`config.mk`:
```
export PLATFORM = sky130hd
export DESIGN_NAME = memtest_engine
export DESIGN_NICKNAME = d
export VERILOG_FILES = /design/src/rtl/memtest_pkg.sv /design/src/rtl/mt_offsets.sv /design/src/rtl/mt_patterns.sv /design/src/rtl/mt_check.sv /design/src/rtl/memtest_engine.sv
export SDC_FILE = /design/constraint.sdc
export NUM_CORES = 1
export LEC_CHECK = 0
export ABC_AREA = 1
export BUFFER_PORTS_ARGS = -buffer_cell sky130_fd_sc_hd__buf_2
export CAP_MARGIN = 20
export CORE_ASPECT_RATIO = 1.75
export CORE_MARGIN = 4
export CORE_UTILIZATION = 30
export CTS_CLUSTER_SIZE = 40
export DETAILED_ROUTE_END_ITERATION = 6
export PLACE_DENSITY = 0.56
export SYNTH_ARGS = -nofsm -noshare
export SYNTH_HDL_FRONTEND = slang
export SYNTH_SLANG_ARGS = --single-unit
```
`constraint.sdc`:
```
create_clock -name clk -period 5.55 [get_ports clk]
set_clock_uncertainty 0.15 [all_clocks]
set_input_delay 0.8325 -clock clk [delete_from_list [all_inputs] [get_ports clk]]
set_output_delay 0.8325 -clock clk [all_outputs]
set_load 0.02 [all_outputs]
```
`src/rtl/memtest_pkg.sv`:
```
// Shared types for the memory self-test engine.
// Assumes nothing beyond a synchronous single-port RAM with one cycle of read latency.
package memtest_pkg;

    // Failing phase code reported at the top level
    typedef enum logic [1:0] {
        PH_NONE = 2'd0,
        PH_DATA = 2'd1,
        PH_ADDR = 2'd2,
        PH_DEV  = 2'd3
    } phase_e;

    // Sequencer states: one memory access or one compare per state
    typedef enum logic [3:0] {
        ST_IDLE,
        ST_DW,   // data phase: write walking one
        ST_DR,   // data phase: read back
        ST_DC,   // data phase: compare
        ST_AF,   // address phase: fill power-of-two offsets
        ST_AZ,   // address phase: write inverse at offset under test
        ST_AR,   // address phase: read a power-of-two offset
        ST_AC,   // address phase: compare
        ST_AX,   // address phase: restore offset under test
        ST_VF,   // device phase: incrementing fill
        ST_V2R,  // device pass two: read
        ST_V2C,  // device pass two: compare
        ST_V2W,  // device pass two: write inverse
        ST_V3R,  // device pass three: read
        ST_V3C,  // device pass three: compare
        ST_V3W   // device pass three: write zero
    } state_e;

endpackage

```
`src/rtl/mt_offsets.sv`:
```
// Offset and loop-end helper for the self-test sequencer.
// Produces the region mask, the power-of-two offsets for two indices, and the
// last-iteration flags. Assumes lg never exceeds AW (the top clamps it).
module mt_offsets #(
    parameter int AW  = 8,
    parameter int LGW = 4,
    parameter int IW  = 4
) (
    input  logic [LGW-1:0] lg,
    input  logic [IW-1:0]  idx,
    input  logic [IW-1:0]  tsel,
    input  logic [AW-1:0]  k,
    output logic [AW-1:0]  mask,
    output logic [AW-1:0]  pow_idx,
    output logic [AW-1:0]  pow_t,
    output logic           idx_last,
    output logic           tsel_last,
    output logic           k_last
);

    // Region mask: 2^lg - 1, wrapping to all ones when lg equals AW
    always_comb mask = (AW'(1) << lg) - AW'(1);

    // Power-of-two offsets for the read index and the test index
    always_comb begin
        pow_idx = AW'(1) << idx;
        pow_t   = AW'(1) << tsel;
    end

    // Loop-end flags for the index loops and the word loop
    always_comb begin
        idx_last  = (int'(idx)  == int'(lg) - 1);
        tsel_last = (int'(tsel) == int'(lg) - 1);
        k_last    = (k == mask);
    end

endmodule

```
`src/rtl/mt_patterns.sv`:
```
// Test data generator: walking one, alternating pattern and its inverse,
// and the incrementing word value with its inverse for the device passes.
// Purely combinational; assumes idx is below DW during the data phase.
module mt_patterns #(
    parameter int DW = 8,
    parameter int AW = 8,
    parameter int IW = 4
) (
    input  logic [IW-1:0] idx,
    input  logic [AW-1:0] k,
    output logic [DW-1:0] walk,
    output logic [DW-1:0] pat,
    output logic [DW-1:0] anti,
    output logic [DW-1:0] inc,
    output logic [DW-1:0] inc_n
);

    // Alternating pattern: odd-numbered bits set
    for (genvar b = 0; b < DW; b++) begin : g_alt
        assign pat[b] = 1'(b % 2);
    end

    // Inverse pattern and walking one
    always_comb begin
        anti = ~pat;
        walk = DW'(1) << idx;
    end

    // Incrementing value for word k and its inverse
    always_comb begin
        inc   = DW'(k) + DW'(1);
        inc_n = ~inc;
    end

endmodule

```
`src/rtl/mt_check.sv`:
```
// Read-data comparator and result store.
// Flags a mismatch in the compare cycle and latches phase, address and data.
// The result holds until clear, which the top raises when it accepts a start.
module mt_check
    import memtest_pkg::*;
#(
    parameter int AW = 8,
    parameter int DW = 8
) (
    input  logic          clk,
    input  logic          rst_n,
    input  logic          clear,
    input  logic          chk_en,
    input  logic          rep_pattern,
    input  logic          finish_ok,
    input  phase_e        rep_phase,
    input  logic [DW-1:0] exp_data,
    input  logic [DW-1:0] rdata,
    input  logic [AW-1:0] rep_addr,
    output logic          mismatch,
    output logic          done,
    output logic          pass,
    output phase_e        fail_phase,
    output logic [AW-1:0] fail_addr,
    output logic [DW-1:0] fail_data
);

    // Compare the returned word against the expected one
    always_comb mismatch = chk_en && (rdata != exp_data);

    // Latch the run outcome; first event wins, held until clear
    always_ff @(posedge clk) begin
        if (!rst_n || clear) begin
            done       <= 1'b0;
            pass       <= 1'b0;
            fail_phase <= PH_NONE;
            fail_addr  <= '0;
            fail_data  <= '0;
        end else if (mismatch) begin
            done       <= 1'b1;
            pass       <= 1'b0;
            fail_phase <= rep_phase;
            fail_addr  <= rep_addr;
            fail_data  <= rep_pattern ? exp_data : rdata;
        end else if (finish_ok) begin
            done <= 1'b1;
            pass <= 1'b1;
        end
    end

endmodule

```
`src/rtl/memtest_engine.sv`:
```
// Memory self-test engine, top level.
// Runs the data-line, address-line and device phases in order against a
// synchronous RAM port with one cycle of read latency. One access per state;
// a read costs two cycles (issue, compare). Assumes the RAM is not shared
// during a run. The low region_lg bits of the base are forced to zero.
module memtest_engine
    import memtest_pkg::*;
#(
    parameter int AW = 8,
    parameter int DW = 8,
    localparam int LGW = $clog2(AW + 1)
) (
    input  logic           clk,
    input  logic           rst_n,
    input  logic           start,
    input  logic [AW-1:0]  base_addr,
    input  logic [LGW-1:0] region_lg,
    output logic [AW-1:0]  mem_addr,
    output logic           mem_we,
    output logic           mem_re,
    output logic [DW-1:0]  mem_wdata,
    input  logic [DW-1:0]  mem_rdata,
    output logic           busy,
    output logic           done,
    output logic           pass,
    output logic [1:0]     fail_phase,
    output logic [AW-1:0]  fail_addr,
    output logic [DW-1:0]  fail_data
);

    localparam int DIW = (DW > 1) ? $clog2(DW) : 1;
    localparam int IW  = (DIW > LGW) ? DIW : LGW;

    state_e         state;
    logic [AW-1:0]  base_q;
    logic [AW-1:0]  k_q;
    logic [LGW-1:0] lg_q;
    logic [IW-1:0]  idx_q;
    logic [IW-1:0]  tsel_q;
    logic           tzero_q;

    logic [AW-1:0]  mask, pow_idx, pow_t;
    logic           idx_last, tsel_last, k_last;
    logic [DW-1:0]  walk, pat, anti, inc, inc_n;

    logic [AW-1:0]  off, rep_off, rep_addr;
    logic [DW-1:0]  exp_data;
    logic           chk_en, rep_pattern, finish_ok, clear, mismatch;
    phase_e         rep_phase, fail_phase_e;

    mt_offsets #(.AW(AW), .LGW(LGW), .IW(IW)) u_off (
        .lg        (lg_q),
        .idx       (idx_q),
        .tsel      (tsel_q),
        .k         (k_q),
        .mask      (mask),
        .pow_idx   (pow_idx),
        .pow_t     (pow_t),
        .idx_last  (idx_last),
        .tsel_last (tsel_last),
        .k_last    (k_last)
    );

    mt_patterns #(.DW(DW), .AW(AW), .IW(IW)) u_pat (
        .idx   (idx_q),
        .k     (k_q),
        .walk  (walk),
        .pat   (pat),
        .anti  (anti),
        .inc   (inc),
        .inc_n (inc_n)
    );

    // Start acceptance, run end and busy status
    always_comb begin
        clear     = (state == ST_IDLE) && start;
        finish_ok = (state == ST_V3W) && k_last;
        busy      = (state != ST_IDLE);
    end

    // Decode the current state into one memory access
    always_comb begin
        mem_we    = 1'b0;
        mem_re    = 1'b0;
        off       = '0;
        mem_wdata = '0;
        unique case (state)
            ST_DW:  begin mem_we = 1'b1; mem_wdata = walk; end
            ST_DR:  mem_re = 1'b1;
            ST_AF:  begin mem_we = 1'b1; off = pow_idx; mem_wdata = pat; end
            ST_AZ:  begin mem_we = 1'b1; off = tzero_q ? '0 : pow_t; mem_wdata = anti; end
            ST_AR:  begin mem_re = 1'b1; off = pow_idx; end
            ST_AX:  begin mem_we = 1'b1; off = tzero_q ? '0 : pow_t; mem_wdata = pat; end
            ST_VF:  begin mem_we = 1'b1; off = k_q; mem_wdata = inc; end
            ST_V2R: begin mem_re = 1'b1; off = k_q; end
            ST_V2W: begin mem_we = 1'b1; off = k_q; mem_wdata = inc_n; end
            ST_V3R: begin mem_re = 1'b1; off = k_q; end
            ST_V3W: begin mem_we = 1'b1; off = k_q; end
            default: ;
        endcase
    end

    // Decode the compare states: expected word, report address and phase
    always_comb begin
        chk_en      = 1'b0;
        exp_data    = '0;
        rep_off     = '0;
        rep_phase   = PH_NONE;
        rep_pattern = 1'b0;
        unique case (state)
            ST_DC: begin
                chk_en      = 1'b1;
                exp_data    = walk;
                rep_phase   = PH_DATA;
                rep_pattern = 1'b1;
            end
            ST_AC: begin
                chk_en    = tzero_q || (idx_q != tsel_q);
                exp_data  = pat;
                rep_off   = tzero_q ? pow_idx : pow_t;
                rep_phase = PH_ADDR;
            end
            ST_V2C: begin
                chk_en    = 1'b1;
                exp_data  = inc;
                rep_off   = k_q;
                rep_phase = PH_DEV;
            end
            ST_V3C: begin
                chk_en    = 1'b1;
                exp_data  = inc_n;
                rep_off   = k_q;
                rep_phase = PH_DEV;
            end
            default: ;
        endcase
    end

    // Absolute addresses: aligned base with the region offset
    always_comb begin
        mem_addr = (base_q & ~mask) | (off & mask);
        rep_addr = (base_q & ~mask) | (rep_off & mask);
    end

    // Phase sequencer: walks the three phases and stops on a mismatch
    always_ff @(posedge clk) begin
        if (!rst_n) begin
            state   <= ST_IDLE;
            base_q  <= '0;
            lg_q    <= '0;
            k_q     <= '0;
            idx_q   <= '0;
            tsel_q  <= '0;
            tzero_q <= 1'b0;
        end else begin
            unique case (state)
                ST_IDLE: if (start) begin
                    base_q <= base_addr;
                    lg_q   <= (int'(region_lg) > AW) ? LGW'(AW) : region_lg;
                    idx_q  <= '0;
                    state  <= ST_DW;
                end
                ST_DW: state <= ST_DR;
                ST_DR: state <= ST_DC;
                ST_DC: begin
                    if (mismatch) begin
                        state <= ST_IDLE;
                    end else if (idx_q == IW'(DW - 1)) begin
                        idx_q <= '0;
                        k_q   <= '0;
                        state <= (lg_q == '0) ? ST_VF : ST_AF;
                    end else begin
                        idx_q <= idx_q + IW'(1);
                        state <= ST_DW;
                    end
                end
                ST_AF: begin
                    if (idx_last) begin
                        idx_q   <= '0;
                        tzero_q <= 1'b1;
                        state   <= ST_AZ;
                    end else begin
                        idx_q <= idx_q + IW'(1);
                    end
                end
                ST_AZ: begin
                    idx_q <= '0;
                    state <= ST_AR;
                end
                ST_AR: state <= ST_AC;
                ST_AC: begin
                    if (mismatch) begin
                        state <= ST_IDLE;
                    end else if (idx_last) begin
                        state <= ST_AX;
                    end else begin
                        idx_q <= idx_q + IW'(1);
                        state <= ST_AR;
                    end
                end
                ST_AX: begin
                    if (tzero_q) begin
                        tzero_q <= 1'b0;
                        tsel_q  <= '0;
                        state   <= ST_AZ;
                    end else if (tsel_last) begin
                        k_q   <= '0;
                        state <= ST_VF;
                    end else begin
                        tsel_q <= tsel_q + IW'(1);
                        state  <= ST_AZ;
                    end
                end
                ST_VF: begin
                    if (k_last) begin
                        k_q   <= '0;
                        state <= ST_V2R;
                    end else begin
                        k_q <= k_q + AW'(1);
                    end
                end
                ST_V2R: state <= ST_V2C;
                ST_V2C: state <= mismatch ? ST_IDLE : ST_V2W;
                ST_V2W: begin
                    if (k_last) begin
                        k_q   <= '0;
                        state <= ST_V3R;
                    end else begin
                        k_q   <= k_q + AW'(1);
                        state <= ST_V2R;
                    end
                end
                ST_V3R: state <= ST_V3C;
                ST_V3C: state <= mismatch ? ST_IDLE : ST_V3W;
                ST_V3W: begin
                    if (k_last) begin
                        state <= ST_IDLE;
                    end else begin
                        k_q   <= k_q + AW'(1);
                        state <= ST_V3R;
                    end
                end
                default: state <= ST_IDLE;
            endcase
        end
    end

    mt_check #(.AW(AW), .DW(DW)) u_chk (
        .clk         (clk),
        .rst_n       (rst_n),
        .clear       (clear),
        .chk_en      (chk_en),
        .rep_pattern (rep_pattern),
        .finish_ok   (finish_ok),
        .rep_phase   (rep_phase),
        .exp_data    (exp_data),
        .rdata       (mem_rdata),
        .rep_addr    (rep_addr),
        .mismatch    (mismatch),
        .done        (done),
        .pass        (pass),
        .fail_phase  (fail_phase_e),
        .fail_addr   (fail_addr),
        .fail_data   (fail_data)
    );

    // Export the phase code as a plain vector
    always_comb fail_phase = fail_phase_e;

endmodule

```
# [Word level (Yosys, flattened, before mapping)]
# Index checks and enable logic that the tools add are counted.
[word_totals] regBits=53 latchBits=0 ramBits=0 rom_bits=0 input_bits=23 out_inout_bits=39 elab_cells=137 memories=0
[classes] n_addsub=5 n_mul=0 n_div=0 magnitude_cmp=1 n_eq_ne=32 shift=3 n_mux=48 bitwise_logic=7 n_reduce_logical=29
[op_table] cell="$mux 4" count=22
[op_table] cell="$mux 8" count=9
[op_table] cell="$eq 5x32->1" count=2
[op_table] cell="$pmux 4 s16" count=1
[op_table] cell="$pmux 8 s4" count=2
[op_table] cell="$pmux 8 s5" count=1
[op_table] cell="$eq 4x4->1 const B" count=8
[op_table] cell="$and 8x8->8" count=3
[op_table] cell="$pmux 8 s3" count=1
[op_table] cell="$shl 1x4->8 const A" count=3
[op_table] cell="$ne 2x2->1 const B" count=11
[op_table] cell="$eq 4x3->1 const B" count=5
[op_table] cell="$pmux 4 s5" count=1
[op_table] cell="$not 8->8" count=2
[op_table] cell="$or 8x8->8" count=2
[op_table] cell="$pmux 8 s2" count=1
[op_table] cell="$reduce_or 2->1" count=6
[op_table] cell="$add 4x1->4 const B" count=2
[op_table] cell="$add 8x1->8 const B" count=1
[op_table] cell="$eq 4x2->1 const B" count=2
[op_table] cell="$eq 8x8->1" count=1
[op_table] cell="$logic_not 4->1" count=2
[op_table] cell="$ne 8x8->1" count=1
[op_table] cell="$reduce_bool 4->1" count=2
[op_table] cell="22 further kinds" count=34

# [Depth between registers and ports, before layout]
# Gate-level depths: netlist of the first run.
[depth] word_depth=7 depth_mapped=21 depth_no_buf=21

# [Cells and area by module]
# Synthesis of the first run repeated with hierarchy kept, for this count alone.
[hier_totals] cells_unflattened=934 area_unflattened_um2=5336.4
[modules_own_cells] mod="memtest_engine" instances=1 cells_each=545 area_per_inst_um2=2990.4 seq_area_each_um2=660.6
[modules_own_cells] mod="mt_check" instances=1 cells_each=158 area_per_inst_um2=1163.6 seq_area_each_um2=400.4
[modules_own_cells] mod="mt_offsets" instances=1 cells_each=146 area_per_inst_um2=738.2 seq_area_each_um2=0.0
[modules_own_cells] mod="mt_patterns" instances=1 cells_each=85 area_per_inst_um2=444.2 seq_area_each_um2=0.0

# [Least setup slack after synthesis of the first run]
# No wires, ideal clock.
[synth_timing] kind="reg-to-output" from="reg state[0]" to="out mem_addr[3]" arrival_time_ns=1.900 required_time_ns=4.568 path_slack_ns=2.668 path_stages_with_launch=12 n_path_buf=1 path_cell_list="dfxtp_1 -> inv_1 -> buf_2 -> nor2_1 -> inv_1 -> nor2_1 -> nor2_1 -> nand2_1 -> nor3_1 -> o22ai_1 -> a31oi_1 -> o21ai_0"
[synth_via] elab_chain_len=5 elab_cells_between_ends=15 classes_between="9 x eq/ne; 1 x mux; 2 x bitwise; 3 x reduce/logical"
[synth_lines] item="start, declared" line_no="memtest_engine.sv:34" text="state_e state;"
[synth_lines] item="start signal, assigned" line_no="memtest_engine.sv:171" text="state <= (lg_q == '0) ? ST_VF : ST_AF;"
[synth_lines] item="start signal, assigned" line_no="memtest_engine.sv:223" text="ST_V2C: state <= mismatch ? ST_IDLE : ST_V2W;"
[synth_lines] item="start signal, assigned" line_no="memtest_engine.sv:234" text="ST_V3C: state <= mismatch ? ST_IDLE : ST_V3W;"
[synth_lines] item="$eq 4x4->1 / $eq 4x3->1 (equally long branches)" line_no="memtest_engine.sv:87" text="unique case (state)"
[synth_lines] item="$reduce_or 5->1 (no line) / $reduce_or 2->1 (equally long branches)"
[synth_lines] item="$pmux 8 s3 *" line_no="memtest_engine.sv:87"
[synth_lines] item="$and 8x8->8 *" line_no="memtest_engine.sv:141" text="mem_addr = (base_q & ~mask) | (off & mask);"
[synth_lines] item="$or 8x8->8 *" line_no="memtest_engine.sv:141"
[synth_lines] item="end, declared" line_no="memtest_engine.sv:18" text="output logic [AW-1:0] mem_addr,"
# Mark *: on every way between the ends. The rest lies on a longest branch, timed or not.

# [Worst setup path in the final report of the first run]
[layout_timing] from="reg state[0]" to="out mem_addr[0]"
# Same word-level chain as after synthesis.

==> results.sh, run 1 <==
export IMPL_num_rows=58
export IMPL_ant_nets=0
export IMPL_cp_data_arrival_time_ps=3050
export IMPL_grt_ovfl_total=0
export IMPL_synth_area_leaders="dfxtp_1 24%, nand2_1 15%, nand3_1 8.6%"
export IMPL_yosys_area_top_type="dfxtp_1"
export IMPL_ff_latch_area_um2=1060
export IMPL_critPathKind="reg2out"
export IMPL_synthAdderAreaFrac_pct=5.30
export IMPL_area_delta_synth_final_pct=12.6
export IMPL_post_route_period_util_pct=72.6
export IMPL_cp_required_ps=4570
export IMPL_finalSetupTns_ps=0
export IMPL_coreArea_um2=14500
export IMPL_hp_class="reg2reg"
export IMPL_cp_cell_sequence="inv_1, nor2_1, inv_1, nor2_1, nor2_1, nand2_1, nor3_1, o22ai_1, a21oi_1, mux2i_1, buf_2"
export IMPL_nNetsFinal=833
export IMPL_cts_setup_buffers=0
export IMPL_synth_top_cell_area_share_pct=23.7
export IMPL_clk_latency_ps=310
export IMPL_start_kind="register"
export IMPL_diodes=0
export IMPL_holdBufCountCts=0
export IMPL_cts_num_sinks=53
export IMPL_cts_resized=0
export IMPL_cap_viol_max_count=0
export IMPL_setup_viol=0
export IMPL_ys_types=42
export IMPL_final_cell_area_um2=5050
export IMPL_dp_slack_ps=1880
export IMPL_nFillCells=1703
export IMPL_antenna_found_initial=0
export IMPL_drtIter0Drc=332
export IMPL_cts_buffer_depth=2
export IMPL_die_w_um=100
export IMPL_max_stage_delay_ps=800
export IMPL_peakVddDrop_mv=0.141
export IMPL_synth_top_family_by_area="simple AND/OR/NAND/NOR gates"
export IMPL_initial_utilization_pct=30.9
export IMPL_muxShareOfSynthArea_pct=0.223
export IMPL_cts_inserted_buffers=5
export IMPL_routed_wl_um=17700
export IMPL_synth_area_um2=4480
export IMPL_postSynthAreaPerCell_um2=6.04
export IMPL_post_drt_via_cell_ratio=5.32
export IMPL_synth_xor_area_share_pct=2.32
export IMPL_layout_setup_ws_ps=1520
export IMPL_first_pass_iters=5
export IMPL_netlist_instances=743
export IMPL_p_leak_nw=2.41
export IMPL_cts_tree="done"
export IMPL_status="completed"
export IMPL_drive_above_1_share_pct=13.4
export IMPL_path_max_fanout=11
export IMPL_dp_cells=964
export IMPL_synth_seq_cells=53
export IMPL_cts_root_buf="clkbuf_16"
export IMPL_crit_path_top_delay_cell="nor3_1"
export IMPL_final_max_slew_viol_count=0
export IMPL_numPortBuffers=61
export IMPL_dieArea_um2=17000
export IMPL_die_h_um=170
export IMPL_clk_transition_reported_paths_ps=80
export IMPL_htreeDepth=2
export IMPL_syn_nets=785
export IMPL_gp_congestion=1.03
export IMPL_yosysWarnings=0
export IMPL_finalPower_mw=1.08
export IMPL_ios=62
export IMPL_gr_usage_all_layers_pct=20.7
export IMPL_grt_start_max_net_pins=39
export IMPL_cpMostUsedCell="nor2_1"
export IMPL_grt_pass1_vias=4984
export IMPL_num_vias=5171
export IMPL_timing_fmax_ghz=0.248
export IMPL_grt_pass1_wl_um=27000
export IMPL_slew_headroom_pct=29.5
export IMPL_placed_area_um2=4900
export IMPL_synth_compound_area_share_pct=18.6
export IMPL_rsz0062_at_grt="no"
export IMPL_final_cells=972
export IMPL_wire_per_inst_um=18.2
export IMPL_power_per_cell_area_nw_per_um2=213
export IMPL_drc=0
export IMPL_fin_crit_ps=4030
export IMPL_hold_violations=0
export IMPL_synth_simple_area_share_pct=39.6
export IMPL_tightest_slew_ps=1050
export IMPL_multi_input_area_um2=2960
export IMPL_endpoint_kind="output pin"
export IMPL_seq_area_frac_synth_pct=23.7
export IMPL_dpl_hpwl_um=14300
==> metrics by stage <==
step / util, % / hold WS [ps]
after floorplan: - / 280
after global placement: 33.7 / 312
after detailed placement: 33.7 / 324
after CTS: 34.8 / 338
after global routing: 34.8 / 362
final: 34.8 / 327
==> final timing paths <==
| path | start | to | slack [ps] | cells after the start |
|---|---|---|---|---|
| worst max-delay path | state[0]$_SDFFE_PN0P_ | mem_addr[0] | 1520 | 11 |
| worst min-delay path | base_q[2]$_SDFFE_PN0P_ | base_q[2]$_SDFFE_PN0P_ | 330 | 2 |
| worst max register to register | idx_q[0]$_SDFFE_PN0P_ | idx_q[2]$_SDFFE_PN0P_ | 2090 | 17 |
| worst min register to register | base_q[2]$_SDFFE_PN0P_ | base_q[2]$_SDFFE_PN0P_ | 330 | 2 |
==> area by class of cell <==
| cell class | instances | share of cell area, % |
|---|---|---|
| sequential | 53 | 21.0 |
| clock inverter | 3 | 0.496 |
| tap | 180 | 4.46 |
| multi-input combinational | 580 | 58.7 |
| inverter | 89 | 6.64 |
| clock buffer | 5 | 2.48 |
| timing repair buffer | 62 | 6.20 |
==> state kept, by name (all words and copies together) (netlist names), 2 cells and up <==
register          flops
state                 4
lg_q                  4
u_chk.fail_data       8
idx_q                 4
tsel_q                4
base_q                8
u_chk.fail_addr       8
k_q                   8
u_chk.fail_phase      2
==> layout by cell type, fill, tap and decap left out, types with 5 or more instances in the layout <==
cell type / Yosys / final
o21ai_1: 17 / 17
xor2_1: 6 / 6
nand3_1: 77 / 77
o22ai_1: 12 / 12
inv_2: 7 / 7
inv_1: 81 / 81
clkbuf_16: 0 / 5
o2111ai_1: 6 / 6
ha_1: 19 / 19
a31oi_1: 20 / 20
nand2_1: 183 / 183
nor2_2: 7 / 7
a21oi_1: 24 / 24
dfxtp_1: 53 / 53
nand2_2: 10 / 10
nor3_1: 7 / 7
o21ai_0: 54 / 54
buf_2: 4 / 61
nor2_1: 93 / 93
nand4_1: 9 / 9
==> worst max-delay path, delay by kind of cell, from the launching register on <==
kind,cells,cell delay [ps]
flip-flops,1,350
AND/OR/NAND/NOR,5,1290
multiplexers,1,110
AO/OA/AOI/OAI,2,330
buffers and inverters,3,650
==> kinds of logic after synthesis <==
group	Yosys count
AO/OA/AOI/OAI	147
XOR/XNOR	11
adder cells (fa/ha/maj)	19
buffers and inverters	110
flip-flops	53
multiplexers	1
AND/OR/NAND/NOR	402
==> power breakdown <==
part / total, mW / internal (mW) / switching, mW / leakage [nW]
Combinational: 0.308 / 0.0934 / 0.215 / 1.91
Sequential: 0.422 / 0.399 / 0.0233 / 0.431
Clock: 0.345 / 0.171 / 0.174 / 0.0704
Total: 1.08 / 0.663 / 0.413 / 2.41
==> cells in the mapped netlist (all sizes together) <==
library cell / n
nor3b: 1
a21oi: 25
buf: 11
or2: 1
mux2i: 1
ha: 19
o2111ai: 6
o31ai: 2
o21ai: 72
o22ai: 12
xor2: 7
clkinv: 1
a22oi: 1
dfxtp: 53
a31oi: 20
inv: 88
nand3: 77
nor2: 103
o211ai: 4
o21bai: 3
nand3b: 3
nand2: 196
clkbuf: 10
xnor2: 4
nor3: 8
a211oi: 2
nor4: 4
nand4: 9
==> layer usage <==
metal / part of all wire (%) / track usage, % / vias up
met5: 0 / 0 / -
met4: 6.5 / 12.6 / 0
met3: 4.3 / 1.89 / 56
met2: 53 / 38.9 / 182
met1: 37 / 21.8 / 2367
li1: - / - / 2566
(Power assumes the default switching activity.)
==> run 2: changes to the inputs <==
PLACE_DENSITY = 0.58   (was 0.56)
clock period = 3.3 ns   (was 5.55 ns; I/O delays follow)
==> results.sh, run 2 (synthesis results as in run 1) <==
export IMPL_htreeDepth=2
export IMPL_ios=62
export IMPL_rrSetupSlack_ps=380
export IMPL_post_drt_via_cell_ratio=5.32
export IMPL_grt_start_max_net_pins=39
export IMPL_hold_violations=0
export IMPL_dieArea_um2=17000
export IMPL_cts_num_sinks=53
export IMPL_nNetsFinal=859
export IMPL_grt_pass1_wl_um=27600
export IMPL_worstHoldStart="base_addr[4]"
export IMPL_r2r_start="lg_q[0]$_SDFFE_PN0P_"
export IMPL_die_h_um=170
export IMPL_setup_viol=0
export IMPL_grt_pass1_vias=5341
export IMPL_hold_ws_ps=266
export IMPL_status="completed"
export IMPL_drc=0
export IMPL_final_common_cell="nand2_1"
export IMPL_gr_usage_all_layers_pct=20.8
export IMPL_path_max_fanout=7
export IMPL_hp_class="in2reg"
export IMPL_routed_wl_um=17700
export IMPL_placed_area_um2=5090
export IMPL_ant_nets=0
export IMPL_slew_headroom_pct=51.2
export IMPL_num_rows=58
export IMPL_die_w_um=100
export IMPL_endpoint_kind="output pin"
export IMPL_cp_data_arrival_time_ps=2540
export IMPL_peakVddDrop_mv=0.247
export IMPL_num_vias=5310
export IMPL_power_per_cell_area_nw_per_um2=342
export IMPL_critPathKind="reg2out"
export IMPL_grt_ovfl_total=0
export IMPL_timing_fmax_ghz=0.314
export IMPL_dpl_hpwl_um=14300
export IMPL_final_util_pct=36.1
export IMPL_start_kind="register"
export IMPL_layout_common_cells="182 x nand2_1, 92 x nor2_1, 81 x inv_1"
export IMPL_antenna_found_initial=0
export IMPL_finalSetupTns_ps=0
export IMPL_coreArea_um2=14500
export IMPL_area_delta_synth_final_pct=16.9
export IMPL_min_to="base_q[4]$_SDFFE_PN0P_"
export IMPL_cts_root_buf="clkbuf_16"
export IMPL_r2r_cells=17
export IMPL_gp_congestion=1.04
export IMPL_fin_crit_ps=3180
export IMPL_drtIter0Drc=381
export IMPL_initial_utilization_pct=30.9
export IMPL_r2r_end="k_q[6]$_SDFFE_PN0P_"
export IMPL_wire_per_inst_um=17.7
export IMPL_tightest_slew_ps=729
export IMPL_holdBufCountCts=0
export IMPL_cts_inserted_buffers=5
export IMPL_cts_buffer_depth=2
export IMPL_drive_above_1_share_pct=16.3
export IMPL_post_route_period_util_pct=96.4
export IMPL_cts_tree="done"
export IMPL_diodes=0
export IMPL_clk_transition_reported_paths_ps=70
export IMPL_first_pass_iters=5
export IMPL_cp_required_ps=2650
export IMPL_clk_latency_ps=300
export IMPL_final_max_slew_viol_count=0
export IMPL_numPortBuffers=61
export IMPL_holdPathStages=3
export IMPL_final_cell_area_um2=5240
export IMPL_p_leak_nw=2.55
export IMPL_rsz0062_at_grt="no"
export IMPL_cap_viol_max_count=0
==> run 2: worst max path at each step <==
| stage | startpoint | endpoint | slack, ps |
|---|---|---|---|
| 2_1_floorplan | state[0]$_SDFFE_PN0P_ | mem_addr[3] | 760 |
| 3_5_place_dp | lg_q[0]$_SDFFE_PN0P_ | k_q[1]$_SDFFE_PN0P_ | 320 |
| 4_1_cts | state[1]$_SDFFE_PN0P_ | mem_addr[7] | 160 |
| 3_3_place_gp | lg_q[0]$_SDFFE_PN0P_ | k_q[3]$_SDFFE_PN0P_ | 390 |
| 6_report | state[1]$_SDFFE_PN0P_ | mem_addr[7] | 120 |
| 5_1_grt | state[3]$_SDFFE_PN0P_ | mem_addr[7] | 6 |
==> run 2: per-stage QoR <==
stage               instances  worst slack (ps)  power [mW]
detailed placement        990               321        1.26
global placement          990               390        1.26
floorplan                 743               755        1.08
finish                    998               120        1.79
global route              998              6.32        1.90
CTS                       998               157        1.81
==> run 2: per-layer routing <==
layer | routed length [um] | vias up | track usage [%]
li1 | - | 2611 | -
met1 | 6290 | 2397 | 21.4
met2 | 9070 | 220 | 37.9
met4 | 1480 | 0 | 15.3
met5 | 0 | - | 0
met3 | 844 | 82 | 2.55
==> run 2: layout make-up <==
| class | instances | area (um2) |
|---|---|---|
| multi-input combinational | 580 | 2970 |
| sequential | 53 | 1060 |
| clock inverter | 2 | 13.8 |
| timing repair buffer | 88 | 508 |
| fill | 1692 | 9270 |
| inverter | 89 | 338 |
| tap | 180 | 225 |
| clock buffer | 6 | 129 |
==> run 2: critical path, stage by stage (launching register included) <==
cell     delay [ps]
dfxtp_1         340
buf_4           150
nor2_1           50
inv_1            70
buf_4           140
nor2_1           50
nor2_1          560
inv_1           170
a31oi_1         350
o21ai_0         170
buf_2           180
==> run 2: power by group <==
group | leakage (nW) | switching (mW) | internal, mW
registers | 0.431 | 0.0334 | 0.671
logic | 2.04 | 0.362 | 0.178
clock network | 0.0712 | 0.264 | 0.284
total | 2.55 | 0.660 | 1.13
==> run 2: what timing repair did <==
action,4_1_cts,5_1_grt
resized for setup,0,4
buffers inserted,0,0
setup endpoints to repair,0,5
==> run 3: changes to the inputs <==
PLACE_DENSITY = 0.56   (was 0.58)
clock period = 3.6 ns   (was 3.3 ns; I/O delays follow)
==> results.sh, run 3 (synthesis results as in run 1) <==
export IMPL_crit_path_top_delay_cell="nor3_2"
export IMPL_final_cell_area_um2=5150
export IMPL_final_max_slew_viol_count=0
export IMPL_drive_above_1_share_pct=14.9
export IMPL_critPathTopFamily="simple AND/OR/NAND/NOR gates"
export IMPL_tightest_slew_ps=688
export IMPL_num_vias=5195
export IMPL_post_drt_via_cell_ratio=5.27
export IMPL_hold_violations=0
export IMPL_r2r_cells=19
export IMPL_critPathBufInv=2
export IMPL_final_common_cell="nand2_1"
export IMPL_dieArea_um2=17000
export IMPL_routed_top_layer="met4"
export IMPL_ios=62
export IMPL_finalPower_mw=1.65
export IMPL_max_stage_delay_ps=460
export IMPL_clk_latency_ps=310
export IMPL_finalSetupTns_ps=0
export IMPL_first_pass_iters=6
export IMPL_die_w_um=100
export IMPL_antenna_found_initial=0
export IMPL_area_delta_synth_final_pct=14.8
export IMPL_dr_wl_met2_um=9390
export IMPL_placed_area_um2=5000
export IMPL_clk_transition_reported_paths_ps=80
export IMPL_cts_setup_buffers=0
export IMPL_p_leak_nw=2.49
export IMPL_nNetsFinal=847
export IMPL_htreeDepth=2
export IMPL_worstHoldStart="base_addr[6]"
export IMPL_cts_tree="done"
export IMPL_critPathKind="reg2out"
export IMPL_endpoint_kind="output pin"
export IMPL_met1Wirelength_um=6160
export IMPL_drtIter0Drc=354
export IMPL_ant_nets=0
export IMPL_power_per_cell_area_nw_per_um2=321
export IMPL_met3_length_um=817
export IMPL_status="completed"
export IMPL_setup_viol=0
export IMPL_drc=0
export IMPL_hp_class="in2reg"
export IMPL_gr_usage_all_layers_pct=20.5
export IMPL_start_kind="register"
export IMPL_cp_data_arrival_time_ps=2760
export IMPL_cp_cell_sequence="nand2_2, nor2_1, inv_1, nand2_1, nor3_2, o22ai_1, a31oi_1, o21bai_1, buf_2"
export IMPL_fin_crit_ps=3450
export IMPL_post_route_period_util_pct=95.9
export IMPL_r2r_start="lg_q[0]$_SDFFE_PN0P_"
export IMPL_cap_viol_max_count=0
export IMPL_wire_per_inst_um=17.9
export IMPL_rsz0062_at_grt="no"
export IMPL_grt_ovfl_total=0
export IMPL_cp_required_ps=2910
export IMPL_grt_pass1_vias=5105
export IMPL_cts_num_sinks=53
export IMPL_min_to="base_q[6]$_SDFFE_PN0P_"
export IMPL_timing_fmax_ghz=0.290
export IMPL_coreArea_um2=14500
export IMPL_peakVddDrop_mv=0.157
export IMPL_r2r_end="k_q[6]$_SDFFE_PN0P_"
export IMPL_dpl_hpwl_um=14400
export IMPL_nFillCells=1667
export IMPL_diodes=0
export IMPL_numPortBuffers=61
export IMPL_gp_congestion=1.05
export IMPL_cts_buffer_depth=2
export IMPL_num_rows=58
export IMPL_rrSetupSlack_ps=460
export IMPL_path_max_fanout=8
export IMPL_cts_inserted_buffers=5
export IMPL_cts_root_buf="clkbuf_16"
export IMPL_grt_pass1_wl_um=26900
export IMPL_grt_start_max_net_pins=39
export IMPL_layout_common_cells="183 x nand2_1, 93 x nor2_1, 81 x inv_1"
export IMPL_die_h_um=170
export IMPL_holdPathStages=3
export IMPL_routed_wl_um=17600
export IMPL_initial_utilization_pct=30.9
export IMPL_holdBufCountCts=0
export IMPL_slew_headroom_pct=54.1
run 3: changes by cell type in the layout (fill, tap and decap cells not counted):
cell	change
buf_4	-12
inv_2	+1
inv_4	-1
nand2_1	+1
nand2_2	-1
nor2_1	+1
nor2_2	-1
nor3_1	-1
nor3_2	+1
run 3: worst register-to-register path: stages, from the launching register on:
cell	delay, ps
dfxtp_1	390
inv_1	180
ha_1	270
nand2_4	130
ha_1	270
nand3b_1	170
nand2_1	170
inv_1	80
nand2_1	60
nand3_1	80
inv_1	60
nand2_1	70
nor2_2	140
nand3_1	170
nand2_1	130
inv_2	50
nand2_2	200
nand2_1	90
o21ai_1	90
nor2_1	50
run 3: per-stage QoR:
step / instances / hold slack, ps / util [%] / setup slack (ps)
finish: 986 / 307 / 35.5 / 148
global route: 986 / 336 / 35.5 / 59.2
CTS: 986 / 308 / 35.5 / 207
detailed placement: 978 / 325 / 34.5 / 259
global placement: 978 / 304 / 34.5 / 208
floorplan: 743 / 280 / - / 1010
run 3: layer usage:
metal,vias to the layer above,track usage (%)
met2,190,38.7
li1,2581,-
met4,0,14.0
met5,-,0
met1,2344,20.1
met3,80,2.39
run 3: area by class of cell:
cell class	count	area, um2	share of cell area (%)
Sequential cell	53	1060	20.6
Tap cell	180	225	4.37
Multi-Input combinational cell	580	2970	57.6
Inverter	89	335	6.51
Timing Repair Buffer	76	418	8.11
Clock inverter	2	13.8	0.267
Clock buffer	6	129	2.50
run 3: repair_timing:
item | CTS | global route
gates resized for setup | 1 | 0
setup endpoints to repair | 1 | 0
hold endpoints to repair | 0 | 0
run 3: worst max-delay path by stage:
stage / endpoint / cells after the start / startpoint
2_1_floorplan: mem_addr[3] / 11 / state[0]$_SDFFE_PN0P_
3_3_place_gp: mem_addr[2] / 9 / state[2]$_SDFFE_PN0P_
3_5_place_dp: mem_addr[2] / 9 / state[2]$_SDFFE_PN0P_
4_1_cts: mem_addr[2] / 9 / state[2]$_SDFFE_PN0P_
5_1_grt: mem_addr[2] / 9 / state[3]$_SDFFE_PN0P_
6_report: mem_addr[2] / 9 / state[2]$_SDFFE_PN0P_
run 3: power breakdown:
| part | leakage, nW | switching [mW] | internal (mW) |
|---|---|---|---|
| Clock | 0.0712 | 0.251 | 0.261 |
| Sequential | 0.431 | 0.0326 | 0.615 |
| Combinational | 1.98 | 0.336 | 0.158 |
